`src/rtl/lr_pkg.sv`:
```
package lr_pkg;
    typedef enum logic [1:0] {
        CODE_IDLE = 2'd0,
        CODE_OVF  = 2'd1,
        CODE_DONE = 2'd2
    } code_e;

    localparam logic [7:0] CH_CR = 8'h0D;
    localparam logic [7:0] CH_LF = 8'h0A;
endpackage

```
`src/rtl/lr_rx_check.sv`:
```
module lr_rx_check (
    input  logic [7:0] byte_i,
    output logic       par_ok_o,
    output logic [7:0] char_o,
    output logic       is_cr_o
);
    always_comb begin
        par_ok_o = ~(^byte_i);
        char_o   = {1'b0, byte_i[6:0]};
        is_cr_o  = (char_o == lr_pkg::CH_CR);
    end
endmodule

```
`src/rtl/lr_linebuf.sv`:
```
module lr_linebuf #(
    parameter int DEPTH = 82,
    parameter int AW    = 7
) (
    input  logic          clk,
    input  logic          we,
    input  logic [AW-1:0] waddr,
    input  logic [7:0]    wdata,
    input  logic [AW-1:0] raddr,
    output logic [7:0]    rdata
);
    logic [7:0] mem_q [DEPTH];

    always_ff @(posedge clk) begin
        if (we && (int'(waddr) < DEPTH)) begin
            mem_q[waddr] <= wdata;
        end
    end

    always_comb begin
        if (int'(raddr) < DEPTH) rdata = mem_q[raddr];
        else                     rdata = 8'h00;
    end
endmodule

```
`src/rtl/lr_hostdec.sv`:
```
module lr_hostdec #(
    parameter logic [7:0] PORT_DIN  = 8'h52,
    parameter logic [7:0] PORT_DOUT = 8'h53,
    parameter logic [7:0] PORT_CSR  = 8'h54,
    parameter logic [7:0] PORT_CNT  = 8'h55
) (
    input  logic [7:0] addr,
    input  logic       wr,
    input  logic       rd,
    output logic [3:0] sel,
    output logic       rd_din,
    output logic       wr_dout,
    output logic       wr_csr
);
    localparam logic [7:0] MAP [4] = '{PORT_DIN, PORT_DOUT, PORT_CSR, PORT_CNT};

    for (genvar g = 0; g < 4; g++) begin : g_sel
        assign sel[g] = (addr == MAP[g]);
    end

    always_comb begin
        rd_din  = rd && sel[0];
        wr_dout = wr && sel[1];
        wr_csr  = wr && sel[2];
    end
endmodule

```
`src/rtl/lr_top.sv`:
```
module lr_top #(
    parameter int         LINE_MAX  = 80,
    parameter logic [7:0] PORT_DIN  = 8'h52,
    parameter logic [7:0] PORT_DOUT = 8'h53,
    parameter logic [7:0] PORT_CSR  = 8'h54,
    parameter logic [7:0] PORT_CNT  = 8'h55
) (
    input  logic       clk,
    input  logic       rst_n,
    input  logic       rx_valid,
    input  logic [7:0] rx_data,
    output logic       rx_ready,
    output logic       tx_valid,
    output logic [7:0] tx_data,
    input  logic       tx_ready,
    input  logic       hst_wr,
    input  logic       hst_rd,
    input  logic [7:0] hst_addr,
    input  logic [7:0] hst_wdata,
    output logic [7:0] hst_rdata,
    input  logic [6:0] buf_raddr,
    output logic [7:0] buf_rdata,
    output logic       irq
);
    import lr_pkg::*;

    localparam int DEPTH = LINE_MAX + 2;
    localparam int LIMIT = LINE_MAX + 1;
    localparam int CNT_W = $clog2(DEPTH + 1);
    localparam int AW    = 7;
    localparam logic [CNT_W-1:0] LAST_IDX = CNT_W'(LIMIT - 1);

    typedef struct packed {
        logic             in_en;
        logic             out_en;
        logic             rx_rdy;
        logic             tx_empty;
        logic             perr;
        logic             lf_pend;
        code_e            code;
        logic [CNT_W-1:0] cnt;
        logic [7:0]       din;
        logic [7:0]       dout;
    } st_t;

    st_t st_q, st_d;

    logic       par_ok, is_cr;
    logic [7:0] chr;
    logic [3:0] sel;
    logic       rd_din, wr_dout, wr_csr;
    logic       we;
    logic [AW-1:0] waddr;
    logic [7:0] wdata;
    logic       rx_take;

    lr_rx_check u_chk_rx (
        .byte_i   (rx_data),
        .par_ok_o (par_ok),
        .char_o   (chr),
        .is_cr_o  (is_cr)
    );

    lr_hostdec #(
        .PORT_DIN (PORT_DIN),
        .PORT_DOUT(PORT_DOUT),
        .PORT_CSR (PORT_CSR),
        .PORT_CNT (PORT_CNT)
    ) u_dec (
        .addr   (hst_addr),
        .wr     (hst_wr),
        .rd     (hst_rd),
        .sel    (sel),
        .rd_din (rd_din),
        .wr_dout(wr_dout),
        .wr_csr (wr_csr)
    );

    lr_linebuf #(
        .DEPTH(DEPTH),
        .AW   (AW)
    ) u_buf (
        .clk  (clk),
        .we   (we),
        .waddr(waddr),
        .wdata(wdata),
        .raddr(buf_raddr),
        .rdata(buf_rdata)
    );

    always_comb begin
        rx_ready = st_q.in_en && (st_q.code == CODE_IDLE) && !st_q.lf_pend;
        rx_take  = rx_valid && rx_ready;
        tx_valid = !st_q.tx_empty;
        tx_data  = st_q.dout;
        irq      = (st_q.in_en && st_q.rx_rdy) || (st_q.out_en && st_q.tx_empty);
    end

    always_comb begin
        st_d  = st_q;
        we    = 1'b0;
        waddr = AW'(st_q.cnt);
        wdata = chr;

        // line assembly
        if (st_q.lf_pend) begin
            we           = 1'b1;
            wdata        = CH_LF;
            st_d.cnt     = st_q.cnt + 1'b1;
            st_d.lf_pend = 1'b0;
            st_d.code    = CODE_DONE;
            st_d.in_en   = 1'b0;
        end else if (rx_take) begin
            if (!par_ok) begin
                st_d.perr = 1'b1;
            end else begin
                we          = 1'b1;
                st_d.cnt    = st_q.cnt + 1'b1;
                st_d.din    = chr;
                st_d.rx_rdy = 1'b1;
                if (is_cr) begin
                    st_d.lf_pend = 1'b1;
                end else if (st_q.cnt == LAST_IDX) begin
                    st_d.code   = CODE_OVF;
                    st_d.in_en  = 1'b0;
                    st_d.out_en = 1'b1;
                end
            end
        end

        // transmit side
        if (tx_valid && tx_ready) st_d.tx_empty = 1'b1;

        // host accesses take effect after line logic
        if (rd_din) st_d.rx_rdy = 1'b0;
        if (wr_dout) begin
            st_d.dout     = hst_wdata;
            st_d.tx_empty = 1'b0;
        end
        if (wr_csr) begin
            st_d.out_en = hst_wdata[0];
            st_d.in_en  = hst_wdata[1];
            if (hst_wdata[7] || (hst_wdata[1] && !st_q.in_en)) begin
                st_d.code    = CODE_IDLE;
                st_d.cnt     = '0;
                st_d.perr    = 1'b0;
                st_d.lf_pend = 1'b0;
            end
        end
    end

    always_ff @(posedge clk) begin
        if (!rst_n) begin
            st_q          <= '0;
            st_q.code     <= CODE_IDLE;
            st_q.tx_empty <= 1'b1;
        end else begin
            st_q <= st_d;
        end
    end

    always_comb begin
        hst_rdata = 8'h00;
        case (1'b1)
            sel[0]: hst_rdata = st_q.din;
            sel[1]: hst_rdata = st_q.dout;
            sel[2]: hst_rdata = {1'b0, st_q.in_en, st_q.out_en, st_q.code,
                                 st_q.perr, st_q.rx_rdy, st_q.tx_empty};
            sel[3]: hst_rdata = 8'(st_q.cnt);
            default: hst_rdata = 8'h00;
        endcase
    end
endmodule

```
`config.mk`:
```
export PLATFORM = sky130hd
export DESIGN_NAME = lr_top
export DESIGN_NICKNAME = d
export VERILOG_FILES = /design/src/rtl/lr_pkg.sv /design/src/rtl/lr_rx_check.sv /design/src/rtl/lr_linebuf.sv /design/src/rtl/lr_hostdec.sv /design/src/rtl/lr_top.sv
export SDC_FILE = /design/constraint.sdc
export NUM_CORES = 1
export LEC_CHECK = 0
export BUFFER_PORTS_ARGS = -buffer_cell sky130_fd_sc_hd__buf_2
export CORE_AREA = 2 2 174 346
export CTS_BUF_LIST = sky130_fd_sc_hd__clkbuf_8
export DETAILED_ROUTE_END_ITERATION = 16
export DIE_AREA = 0 0 176 348
export GPL_TIMING_DRIVEN = 1
export SYNTH_ARGS = -nofsm -noshare
export SYNTH_HDL_FRONTEND = slang
export SYNTH_SLANG_ARGS = --single-unit
```
`constraint.sdc`:
```
create_clock -name clk -period 3.17 [get_ports clk]
set_input_delay 0.1585 -clock clk [delete_from_list [all_inputs] [get_ports clk]]
set_output_delay 0.1585 -clock clk [all_outputs]
set_load 0.05 [all_outputs]
```
==> flow_metrics.py, run 1 <==
metrics = {
    "status": {
        "status": "finished, final reports clean",
    },
    "finish": {
        "layout_common_cells": "574 x edfxtp_1, 125 x mux4_2, 125 x buf_4",
        "final_nets": 1578,
        "mostFrequentLayoutCell": "edfxtp_1",
        "multi_input_area_um2": 5980,
        "nFillCells": 4898,
        "synthToLayoutAreaGrowth_pct": 16.0,
        "drive_above_1_share": 0.288,
        "regArea_um2": 17800,
    },
    "sta": {
        "finalHoldViolCount": 0,
        "fmax_mhz": 327,
        "fin_hold_ws_ps": 81.8,
        "grt_setup_unrepaired": "false",
        "setup_ws_ps": 112,
        "fin_crit_ps": 3060,
        "slew_headroom": 0.361,
        "drv_slew": 0,
        "worstMarginPinSlew_ps": 959,
        "finalSetupViolCount": 0,
        "fin_crit_sh": 0.965,
        "skew_ps": 31.2,
    },
    "routing": {
        "drc": 0,
        "met2_length_mm": 34.9,
        "wl_met3_mm": 2.74,
        "drt_iter0_markers": 1132,
        "dr_total_vias": 13100,
        "drt_wl_total_mm": 61.1,
        "antenna_left": 0,
        "vias_per_cell": 5.52,
        "routed.top_layer": "met4",
        "drt-met1-wl_mm": 21.2,
        "wl_per_cell_um": 25.8,
        "dr.pass1.iters": 6,
    },
    "global_routing": {
        "grt_util_all_layers": 0.202,
        "overflow": 0,
        "grt_pass1_wl_mm": 89.6,
        "grt_max_degree": 83,
        "grt_pass1_vias": 13700,
        "antenna_found_initial": 1,
    },
    "synth": {
        "ys_ff_latch": 604,
        "syn-cell-area_um2": 24300,
        "synth_edf_count": 574,
        "yosys_warnings": 0,
        "syn_area_per_cell_um2": 18.6,
        "yosysTopAreaCellShare": 0.709,
        "synth.distinct_cells": 73,
        "async_flop_share": 0,
        "synthFlopType": "edfxtp_1",
        "synth.area.top_cells": "edfxtp_1 71%, mux4_2 12%, mux2i_1 2.7%",
        "ys_seq_area_frac": 0.734,
        "syn_inst": 1304,
        "syn-num-nets": 1346,
        "yosys.area.top_type": "edfxtp_1",
    },
    "place": {
        "place_ws_ps": -25.1,
        "gp_congestion": 0.857,
        "numPortBuffers": 62,
        "place.detailed.hpwl_mm": 40.5,
    },
    "floorplan": {
        "design.core.area_um2": 58800,
        "io_pins": 64,
        "num_rows": 126,
        "die_w_um": 176,
        "dieArea_um2": 61200,
        "die_h_um": 348,
        "initial_core_util": 0.413,
    },
    "run": {
        "drv_cap": 0,
    },
    "power_and_ir_drop": {
        "cellLeakagePower_nw": 9.35,
        "power_frac_comb": 0.057,
        "max-vdd-ir-drop_mv": 0.281,
        "switching_share": 0.226,
        "total_power_mw": 15.4,
        "clockPowerShare": 0.377,
        "powerDensity_nw_per_um2": 547,
        "p_switching_mw": 3.49,
        "p_seq_frac": 0.565,
        "intPower_mw": 11.9,
    },
    "clock_tree": {
        "clock_sinks": 604,
        "cts-buffers-inserted": 82,
        "clock_latency_ps": 680,
        "clockBufferDepth": 3,
        "ctsRootBufferMaster": "clkbuf_8",
        "htreeDepth": 3,
        "cts_tree": "done",
        "post_cts.repair.setup_buffers": 0,
        "clkTransAtPathRegs_ps": 70,
    },
    "worst_setup_path": {
        "crit_path_end_kind": "output pin",
        "crit_chain": "mux4_2 > nand3b_1 > a41oi_1 > a2111oi_2 > buf_4 > o31ai_1 > buf_2",
        "worstPathRequired_ps": 3010,
        "worstPathArrival_ps": 2900,
        "cp_max_fo": 1,
        "critPathLaunchType": "flip-flop",
        "slowest_stage": "a2111oi_2",
        "path_class": "flip-flop to output pin",
        "crit_path_max_incr_delay_ps": 550,
    },
    "worst_hold_path": {
        "min_path_type": "primary input to flip-flop",
    },
}
## critical path, delay by kind of cell, from the launching register on
family / cells / cell delay, ps
AO/OA/AOI/OAI: 3 / 850
buffers and inverters: 2 / 440
flip-flops: 1 / 350
multiplexers: 1 / 480
AND/OR/NAND/NOR: 1 / 110
## Yosys cell counts (7+ instances only)
cell        n
nor2_1    117
a22oi_1    13
nand4_1     7
mux2_2      8
nand2_1    53
o21ai_0     9
clkbuf_1   21
edfxtp_1  574
a31oi_1     9
mux4_2    125
nand2b_1   10
dfxtp_1    30
nand3_1    23
buf_4      27
a21oi_1    48
nor2b_1    14
mux2i_1    66
inv_1      17
buf_2      19
## layer usage
metal | global-route usage | vias to the layer above
met4 | 0.0880 | 0
met3 | 0.0303 | 111
li1 | - | 5728
met2 | 0.390 | 434
met1 | 0.214 | 6827
met5 | 0 | -
## layout make-up
cell class	instances	share of cell area
clock inverters	69	0.0164
repair buffers	226	0.0624
clock buffers	82	0.0400
diodes	1	0.0000887
well taps	768	0.0341
multi-input cells	605	0.212
flip-flops and latches	604	0.633
inverters	17	0.00226
## per-stage QoR
step,instances,utilization,cell area [um^2],setup TNS [ps]
after global routing,2372,0.480,28200,0
final,2372,0.480,28200,0
after global placement,2190,0.447,26300,-6.61
after CTS,2371,0.479,28200,0
after detailed placement,2190,0.447,26300,-25.1
after floorplan,1304,-,24300,-35.5
## path summary, 6_finish.rpt
path,start,to,slack (ps),cells after the start
min,rx_data[7],st_q[26],80,5
min reg2reg,st_q[26],st_q[26],490,2
max reg2reg,waddr[4],st_q[30],540,6
max,u_buf.mem_q[7][5],buf_rdata[5],110,7
## registers in the layout, indices dropped and copies added, names as in the netlist
| name | count |
|---|---|
| waddr | 7 |
| u_buf.mem_q | 574 |
| st_q | 15 |
| tx_data | 8 |
## logic make-up after synthesis
family                   share of synthesized area
XOR/XNOR                                   0.00273
flip-flops                                   0.734
adder cells (fa/ha/maj)                    0.00257
AND/OR/NAND/NOR                             0.0502
buffers and inverters                       0.0232
other                                     0.000154
multiplexers                                 0.151
AO/OA/AOI/OAI                               0.0363
## power groups by stage
stage | sequential (mW) | clock, mW | combinational, mW
global route | 8.72 | 6.25 | 0.938
detailed placement | 8.90 | 0 | 0.873
CTS | 8.72 | 5.96 | 0.896
floorplan | 8.90 | 0 | 0.553
global placement | 8.90 | 0 | 0.862
finish | 8.72 | 5.82 | 0.886
## repair_timing
item,4_1_cts,5_1_grt
hold endpoints to repair,30,0
gates cloned,0,0
resized for setup,4,2
hold buffers,30,0
setup endpoints to repair,2,2
No activity file was read; power rests on OpenSTA's default activity.
==> run 2, diff against run 1 <==
--- a/config.mk
+++ b/config.mk
@@ -6,11 +6,13 @@
 export NUM_CORES = 1
 export LEC_CHECK = 0
 export BUFFER_PORTS_ARGS = -buffer_cell sky130_fd_sc_hd__buf_2
-export CORE_AREA = 2 2 174 346
+export CORE_AREA = 2 2 185 369
 export CTS_BUF_LIST = sky130_fd_sc_hd__clkbuf_8
 export DETAILED_ROUTE_END_ITERATION = 16
-export DIE_AREA = 0 0 176 348
+export DIE_AREA = 0 0 187 371
 export GPL_TIMING_DRIVEN = 1
+export SLEW_MARGIN = 10
 export SYNTH_ARGS = -nofsm -noshare
 export SYNTH_HDL_FRONTEND = slang
+export SYNTH_HIERARCHICAL = 1
 export SYNTH_SLANG_ARGS = --single-unit
==> run 2 against run 1 <==
Against the previous run:
- first-iteration DRC count is 12% higher
- design area grew 14%
- combinational power up 24%
- clock skew decreased by 3.1 ps
- clock power is 8.4% higher
- wire length is 19% higher
- core utilization grew 0.50 points
- setup slack lost 42 ps
- die area is 13% higher
- the run now ends with max-slew violations left
- synthesized cell count up 11%
==> flow_metrics.py, run 2 <==
metrics = {
    "finish": {
        "drive_above_1_share": 0.307,
        "regMostFlops": "u_buf/mem_q",
        "mostFrequentLayoutCell": "edfxtp_1",
        "synthToLayoutAreaGrowth_pct": 16.3,
        "regArea_um2": 20300,
        "stdcell_area_um2": 32300,
        "largest_reg_flops": 656,
        "layout_common_cells": "656 x edfxtp_1, 158 x buf_4, 145 x mux4_2",
        "multi_input_area_um2": 6880,
        "final_nets": 1742,
        "nFillCells": 5565,
    },
    "sta": {
        "skew_ps": 28.1,
        "fin_crit_sh": 0.978,
        "grt_setup_unrepaired": "false",
        "drv_slew": 83,
        "fmax_mhz": 323,
        "finalHoldViolCount": 0,
        "fin_hold_ws_ps": 139,
        "fin_crit_ps": 3100,
        "worstMarginPinSlew_ps": 7100,
        "finalSetupViolCount": 0,
        "slew_headroom": -3.73,
    },
    "status": {
        "violations": "max-slew violations",
        "status": "complete, but fails checks",
    },
    "worst_setup_path": {
        "path_class": "flip-flop to output pin",
        "crit_path_end_kind": "output pin",
        "crit_chain": "mux4_2 > nor2b_1 > a211oi_2 > o311ai_2 > buf_4 > a22o_1 > buf_2",
        "slowest_stage": "mux4_2",
        "worstPathArrival_ps": 2940,
        "cp_max_fo": 1,
        "crit_path_max_incr_delay_ps": 500,
        "worstPathRequired_ps": 3010,
        "critPathLaunchType": "flip-flop",
    },
    "clock_tree": {
        "cts-buffers-inserted": 88,
        "post_cts.repair.setup_buffers": 0,
        "ctsRootBufferMaster": "clkbuf_8",
        "htreeDepth": 3,
        "clockBufferDepth": 3,
        "clock_latency_ps": 700,
        "clock_sinks": 687,
        "clkTransAtPathRegs_ps": 70,
        "cts_tree": "done",
    },
    "global_routing": {
        "use_met3": 0.0338,
        "grt_pass1_wl_mm": 107,
        "antenna_found_initial": 3,
        "use_met1": 0.219,
        "met2_usage": 0.421,
        "grt_max_degree": 83,
        "overflow": 0,
        "grt_pass1_vias": 15900,
        "grt_busiest_layer": "met2",
        "grt_util_all_layers": 0.214,
    },
    "synth": {
        "synth_edf_count": 656,
        "synth.area.top_cells": "edfxtp_1 71%, mux4_2 12%, mux2i_1 3.0%",
        "yosysMostFrequentCell": "edfxtp_1",
        "synth_xor_xnor_area_share": 0.00207,
        "yosys_warnings": 6,
        "syn_inst": 1441,
        "ys_ff_latch": 687,
        "synthSimpleGateAreaFrac": 0.0465,
        "syn_area_per_cell_um2": 19.2,
        "synth_compound_area_frac": 0.0296,
        "synthTopCellsByCount": "656 x edfxtp_1, 143 x mux4_2, 107 x nor2_1",
        "yosysTopAreaCellShare": 0.710,
        "synth.area.mux_share": 0.162,
        "syn-cell-area_um2": 27700,
        "synth.distinct_cells": 70,
        "ys_seq_area_frac": 0.733,
        "syn-num-nets": 1483,
        "async_flop_share": 0,
        "yosys.area_share.adder": 0.00226,
        "synth_top_family_by_area": "multiplexers",
        "yosys.area.top_type": "edfxtp_1",
        "synthFlopType": "edfxtp_1",
    },
    "power_and_ir_drop": {
        "cellLeakagePower_nw": 10.7,
        "max-vdd-ir-drop_mv": 0.332,
        "powerDensity_nw_per_um2": 537,
    },
    "routing": {
        "antenna_left": 0,
        "dr.pass1.iters": 7,
        "drt_iter0_markers": 1269,
        "drt_wl_total_mm": 72.9,
        "vias_per_cell": 5.51,
        "dr_total_vias": 14700,
        "drc": 0,
        "wl_per_cell_um": 27.4,
    },
    "floorplan": {
        "num_rows": 134,
        "die_w_um": 187,
        "io_pins": 64,
        "dieArea_um2": 69400,
        "initial_core_util": 0.417,
        "die_h_um": 371,
        "design.core.area_um2": 66600,
    },
    "place": {
        "place.detailed.hpwl_mm": 48.1,
        "numPortBuffers": 63,
        "place_area_um2": 30100,
        "gp_congestion": 0.843,
    },
    "run": {
        "drv_cap": 0,
    },
    "worst_hold_path": {
        "min_path_type": "primary input to flip-flop",
    },
}
run 2: critical path, delay by kind of cell, from the launching register on:
kind,cells,cell delay [ps]
buffers and inverters,2,440
AO/OA/AOI/OAI,3,740
flip-flops,1,360
AND/OR/NAND/NOR,1,200
multiplexers,1,500
run 2: power breakdown:
group	total [mW]	switching, mW	internal (mW)
sequential	9.93	0.000252	9.93
combinational	1.10	0.661	0.436
clock	6.31	3.27	3.03
run 2: worst paths after layout:
check,slack [ps],cells after the start,from,endpoint
worst min register to register,510,2,st_q[26],st_q[26]
worst min-delay path,140,4,hst_addr[5],st_q[29]
worst max-delay path,70,7,u_buf/mem_q[51][7],buf_rdata[7]
worst max register to register,610,7,waddr[2],u_buf/mem_q[5][7]
run 2: area by class of cell:
| class | instances | area share |
|---|---|---|
| clock buffer | 91 | 0.0388 |
| tap | 884 | 0.0343 |
| inverter | 14 | 0.00163 |
| clock inverter | 75 | 0.0137 |
| multi-input combinational | 643 | 0.213 |
| timing repair buffer | 266 | 0.0682 |
| sequential | 687 | 0.630 |
| antenna | 2 | 0.000155 |
run 2: cell families after synthesis:
group                    Yosys count
AO/OA/AOI/OAI                    117
XOR/XNOR                           5
adder cells (fa/ha/maj)            5
buffers and inverters            111
flip-flops                       687
multiplexers                     251
other                              1
AND/OR/NAND/NOR                  264
run 2: layer usage:
metal / part of all wire / up-vias
met4: 0.042 / 2
met3: 0.045 / 135
met2: 0.57 / 477
met5: 0.00018 / -
met1: 0.34 / 7703
li1: - / 6359
run 2: repair_timing:
action / 4_1_cts / 5_1_grt
gates resized for setup: 28 / 4
endpoints found under the setup margin: 7 / 3
hold buffers: 31 / 0
hold endpoints to repair: 23 / 0
pin swaps: 5 / 1
run 2: stage by stage:
stage                     TNS (ps)  power [mW]  worst slack (ps)  instances   util
after floorplan              -2470        10.8             -6.04       1441      -
after global placement        -366        11.2              -168       2465  0.453
after detailed placement      -272        11.2              -144       2465  0.453
after CTS                        0        17.5              4.20       2660  0.484
after global routing             0        17.9              4.46       2661  0.485
final                            0        17.3              70.2       2662  0.485
